## src/rtl/irq_route_pkg.sv

```systemverilog
package irq_route_pkg;

  localparam int LINES = 4;
  localparam int ROUTE_W = 8;
  localparam logic [7:0] ROUTE_BASE = 8'h60;
  localparam logic [7:0] ROUTE_OFF = 8'h80;

  // strobes from the control decode to the datapath
  typedef struct packed {
    logic [LINES-1:0]   wrLine;
    logic [LINES-1:0]   rdLine;
    logic [ROUTE_W-1:0] wrData;
  } ctrlStrobes_t;

  // reset contents of a steering register, chosen by profile
  function automatic logic [ROUTE_W-1:0] resetRoute(input int profile, input int line);
    if (profile == 0) return ROUTE_OFF;
    return (line < 2) ? 8'd10 : 8'd11;
  endfunction

endpackage

```

## src/rtl/irq_route_ctrl.sv

```systemverilog
module irq_route_ctrl
  import irq_route_pkg::*;
(
  input  logic         regWe,
  input  logic [7:0]   regAddr,
  input  logic [7:0]   regWdata,
  output ctrlStrobes_t strobes
);

  logic [LINES-1:0] hitLine;

  for (genvar l = 0; l < LINES; l++) begin : g_dec
    assign hitLine[l] = (regAddr == ROUTE_BASE + 8'(l));
  end

  always_comb begin
    strobes.rdLine = hitLine;
    strobes.wrLine = regWe ? hitLine : '0;
    strobes.wrData = regWdata;
  end

endmodule

```

## src/rtl/irq_route_datapath.sv

```systemverilog
module irq_route_datapath
  import irq_route_pkg::*;
#(
  parameter int NUM_SLOTS     = 8,
  parameter int NUM_LEGACY    = 16,
  parameter int RESET_PROFILE = 0,
  localparam int PIN_W        = NUM_SLOTS * LINES
)(
  input  logic                     clk,
  input  logic                     rst_n,
  input  ctrlStrobes_t             strobes,
  input  logic [PIN_W-1:0]         slotPins,
  output logic [LINES*ROUTE_W-1:0] routeFlat,
  output logic [ROUTE_W-1:0]       rdData,
  output logic [NUM_LEGACY-1:0]    legacyIrq
);

  logic [ROUTE_W-1:0] routeReg [LINES];
  logic [LINES-1:0]   lineNext;
  logic [LINES-1:0]   lineLevel;

  // steering registers
  for (genvar l = 0; l < LINES; l++) begin : g_route
    always_ff @(posedge clk or negedge rst_n) begin
      if (!rst_n)                 routeReg[l] <= resetRoute(RESET_PROFILE, l);
      else if (strobes.wrLine[l]) routeReg[l] <= strobes.wrData;
    end
    assign routeFlat[l*ROUTE_W +: ROUTE_W] = routeReg[l];
  end

  // slot rotation: slot index s (slot number s+1) pin p lands on (p+s) mod LINES
  for (genvar l = 0; l < LINES; l++) begin : g_line
    logic [NUM_SLOTS-1:0] rotated;
    for (genvar s = 0; s < NUM_SLOTS; s++) begin : g_slot
      localparam int PIN = (l - (s % LINES) + LINES) % LINES;
      assign rotated[s] = slotPins[s*LINES + PIN];
    end
    assign lineNext[l] = |rotated;
  end

  always_ff @(posedge clk or negedge rst_n) begin
    if (!rst_n) lineLevel <= '0;
    else        lineLevel <= lineNext;
  end

  // read-back mux, one-hot select
  always_comb begin
    rdData = '0;
    for (int l = 0; l < LINES; l++) begin
      if (strobes.rdLine[l]) rdData = rdData | routeReg[l];
    end
  end

  // steering: output n is the OR of lines whose register equals n
  for (genvar n = 0; n < NUM_LEGACY; n++) begin : g_out
    logic [LINES-1:0] match;
    for (genvar l = 0; l < LINES; l++) begin : g_m
      assign match[l] = lineLevel[l] && (routeReg[l] == ROUTE_W'(n));
    end
    assign legacyIrq[n] = |match;
  end

endmodule

```

## src/rtl/pci_irq_router.sv

```systemverilog
module pci_irq_router
  import irq_route_pkg::*;
#(
  parameter int NUM_SLOTS     = 8,
  parameter int NUM_LEGACY    = 16,
  parameter int RESET_PROFILE = 0
)(
  input  logic                        clk,
  input  logic                        rst_n,
  input  logic [NUM_SLOTS*LINES-1:0]  slotPins,
  input  logic                        regWe,
  input  logic [7:0]                  regAddr,
  input  logic [7:0]                  regWdata,
  output logic [7:0]                  regRdata,
  output logic [NUM_LEGACY-1:0]       legacyIrq
);

  ctrlStrobes_t               strobes;
  logic [LINES*ROUTE_W-1:0]   routeFlat;

  irq_route_ctrl u_ctrl (
    .regWe    (regWe),
    .regAddr  (regAddr),
    .regWdata (regWdata),
    .strobes  (strobes)
  );

  irq_route_datapath #(
    .NUM_SLOTS     (NUM_SLOTS),
    .NUM_LEGACY    (NUM_LEGACY),
    .RESET_PROFILE (RESET_PROFILE)
  ) u_dp (
    .clk       (clk),
    .rst_n     (rst_n),
    .strobes   (strobes),
    .slotPins  (slotPins),
    .routeFlat (routeFlat),
    .rdData    (regRdata),
    .legacyIrq (legacyIrq)
  );

endmodule

```

## config.mk

```make
export PLATFORM = sky130hd
export DESIGN_NAME = pci_irq_router
export DESIGN_NICKNAME = d
export VERILOG_FILES = /design/src/rtl/irq_route_pkg.sv /design/src/rtl/irq_route_ctrl.sv /design/src/rtl/irq_route_datapath.sv /design/src/rtl/pci_irq_router.sv
export SDC_FILE = /design/constraint.sdc
export NUM_CORES = 1
export LEC_CHECK = 0
export BUFFER_PORTS_ARGS = -buffer_cell sky130_fd_sc_hd__buf_2
export CORE_MARGIN = 10
export CORE_UTILIZATION = 51
export DETAILED_ROUTE_END_ITERATION = 16
export PLACE_DENSITY = 0.84
export REMOVE_ABC_BUFFERS = 1
export SLEW_MARGIN = 20
export SYNTH_ARGS = -nofsm -noshare
export SYNTH_HDL_FRONTEND = slang
export SYNTH_SLANG_ARGS = --single-unit
```

## constraint.sdc

```tcl
create_clock -name clk -period 2.1 [get_ports clk]
set_clock_uncertainty 0.15 [all_clocks]
set_input_delay 0.21 -clock clk [delete_from_list [all_inputs] [get_ports clk]]
set_output_delay 0.21 -clock clk [all_outputs]
set_load 0.02 [all_outputs]
```

==> key figures <==
Power and ir drop
  – Static Leak: 1.65 nW
  – Peak VDD IR: 605 µV
  – PwrDens: 503 nW/µm²

GRT
  – Vias in the first global route: 2498
  – GRT Util Overall: 0.225
  – Antenna violations before repair: 1
  – GRT overflow: 0
  – Largest net degree at the start of global routing: 37
  – Global-route wire length before repair: 13800 µm

Drt
  – 1st-iter DRT viols: 204
  – DR vias/cell: 6.45
  – Via count: 2529
  – WL final: 9310 µm
  – Router iterations before antenna repair: 5
  – Routed WL per cell: 23.7 µm
  – Post-DRT Antenna Nets: 0
  – Remaining DRCs: 0

Timing
  – Final Max Tran Viols: 0
  – Final setup violation count: 16
  – RSZ-0062 raised after global routing: yes
  – Worst rel slew slack: 0.455
  – Final worst path period share: 1.15
  – Worst-margin pin slew: 0.817 ns
  – Max Fclk: 412 MHz
  – Final Hold Viols: 0
  – Minimum clock period: 2.42 ns
  – Final setup slack of the worst path: -0.325 ns

Cells and area
  – Share of layout cells above drive strength 1: 0.585
  – Commonest non-fill, non-tap cell in the layout: buf_2
  – Utilization after layout: 0.812
  – Most frequent cells in the layout: 57 x buf_2, 33 x buf_4, 32 x mux2_2, 32 x dfrtp_1, 17 x dlygate4sd3_1
  – Reg area: 906 µm²
  – Filler-free cell count of the finished design: 392
  – Nets: 390
  – Multi-input logic area: 1660 µm²
  – Synthesis-to-finish area growth: 52.4%
  – # fillers: 250
  – Ant diodes: 0

Clock tree
  – TritonCTS clock tree: built
  – TritonCTS Buffers: 5
  – H-tree lvl count: 2
  – Worst skew pair latency: 0.29 ns
  – CTS root buf: clkbuf_8
  – CTS Buffer Depth: 2
  – Clock Sinks: 36
  – Clock slew at reported path FFs: 0.07 ns

Run
  – MaxCap Viol Count: 0

Critical path
  – Crit. Startpoint: u_dp.routeFlat[4]
  – Crit path buf inv count: 1
  – CP max stage delay: 0.40 ns
  – Reg2Reg Capture Point: u_dp.routeFlat[6]
  – Critical Path End Type: output pin
  – Crit path top cell by count: or3_4
  – Critical Path RT: 1.74 ns
  – CP delay by family, top: simple AND/OR/NAND/NOR gates
  – Peak fanout along the critical path: 2
  – Worst Path Class, Setup: flip-flop to output pin
  – Slowest CP cell: or3_4
  – R2R Path Start: u_dp.routeFlat[6]
  – CP startpoint kind: flip-flop
  – CP endpoint: legacyIrq[12]
  – WP data arrival: 2.06 ns
  – CP Depth: 5
  – Crit path cell chain: or3_4 -> or3_4 -> or3_4 -> o311ai_4 -> buf_6
  – Worst R2R Setup Slack: 0.95 ns
  – R2r worst-path depth: 3

Place
  – DP HPWL: 5590 µm
  – DP Cell Count: 361
  – Buffers added on ports: 74
  – Routability cong.: 0.967

Logic synthesis
  – Sequential fraction of the synthesis area: 0.386
  – Synthesized area: 2350 µm²
  – EDFF count, synth: 0
  – Post-synth ARST share: 1.00
  – Unique masters post-synth: 37
  – Post-Syn Instances: 225
  – Synth warn: 0
  – Synth Register Bits: 36
  – Average size of a mapped cell: 10.4 µm²
  – Synth Flop Type: dfrtp_1

Run status
  – Violated checks: negative setup slack
  – Outcome: complete, but fails checks

Min path
  – Hold Path Class: primary input to flip-flop

Floorplan
  – Die Area: 7720 µm²
  – Die width: 87.9 µm
  – Initial Util: 0.532
  – Top Ports: 75
  – DIE HEIGHT: 87.9 µm
  – Site Rows: 24
  – Core Area: 4410 µm²
==> layout make-up <==
cell class | instances | share of cell area
clock buffers | 8 | 0.0251
inverters | 4 | 0.00419
multi-input cells | 172 | 0.462
flip-flops and latches | 36 | 0.253
well taps | 52 | 0.0182
repair buffers | 120 | 0.237
==> through the flow <==
stage | hold WS (ns) | worst slack (ns) | cell area (µm²) | total power [mW] | setup TNS (ns)
6_report | 0.0514 | -0.325 | 3580 | 1.80 | -3.30
5_1_grt | 0.0497 | -0.379 | 3580 | 1.87 | -4.35
4_1_cts | 0.0322 | -0.311 | 3330 | 1.71 | -3.25
3_5_place_dp | 0.178 | -0.0198 | 2900 | 1.13 | -0.0278
3_3_place_gp | 0.171 | 0.00779 | 2900 | 1.13 | 0
2_1_floorplan | -0.236 | -0.385 | 2290 | 0.940 | -3.12
==> worst min-delay path by stage <==
stage / from / endpoint / slack, ns / cells after the start
2_1_floorplan: rst_n / u_dp.lineLevel[0] / -0.24 / 0
3_3_place_gp: rst_n / u_dp.routeFlat[21] / 0.17 / 1
3_5_place_dp: rst_n / u_dp.routeFlat[14] / 0.18 / 1
4_1_cts: regWdata[6] / u_dp.routeFlat[6] / 0.03 / 2
5_1_grt: regWdata[6] / u_dp.routeFlat[30] / 0.05 / 2
6_report: regWdata[6] / u_dp.routeFlat[30] / 0.05 / 2
==> sequential cells by signal, summed over array words and instances, names as in the netlist <==
signal / cells
u_dp.routeFlat: 32
u_dp.lineLevel: 4
==> cell usage after synthesis (2+ instances only) <==
cell type | instances | area share
nor2_1 | 10 | 0.016
inv_1 | 4 | 0.0064
nor4_1 | 16 | 0.043
or3_4 | 2 | 0.0096
o221ai_1 | 3 | 0.011
clkbuf_1 | 8 | 0.013
nand2_1 | 19 | 0.030
a32oi_1 | 6 | 0.022
nand3_1 | 12 | 0.026
dfrtp_1 | 32 | 0.34
and2_1 | 8 | 0.021
nor2b_1 | 11 | 0.029
mux4_2 | 7 | 0.067
o211ai_1 | 3 | 0.0096
or3_1 | 4 | 0.011
a22oi_1 | 12 | 0.038
nand4_1 | 2 | 0.0053
dfstp_2 | 4 | 0.045
mux2_2 | 32 | 0.15
nand2b_1 | 7 | 0.019
buf_2 | 3 | 0.0064
nor3_1 | 5 | 0.011
==> metal layers <==
layer / routed length (µm) / global-route usage / up-vias
met5: 0 / 0 / -
met4: 416 / 0.120 / 0
met3: 838 / 0.0566 / 35
met2: 4750 / 0.370 / 170
met1: 3300 / 0.262 / 1228
li1: - / - / 1096
==> kinds of logic (layout without fill, tap and decap cells) <==
logic type,count (synthesis),after routing,synth area share
AO/OA/AOI/OAI,28,28,0.0953
buffers and inverters,17,132,0.0309
AND/OR/NAND/NOR,104,104,0.257
multiplexers,40,40,0.232
flip-flops,36,36,0.386
==> power breakdown <==
group | switching, mW | internal, mW
clock network | 0.255 | 0.268
logic | 0.251 | 0.255
registers | 0.0461 | 0.725
==> repair_timing <==
action / in CTS / in global routing
pin swaps: 10 / 18
gates cloned: 0 / 0
resized for setup: 42 / 42
hold buffers: 17 / 0
endpoints found under the hold margin: 36 / 0
setup buffers: 2 / 6
endpoints found under the setup margin: 16 / 17
Note: power is estimated with default switching activity, not from simulation.
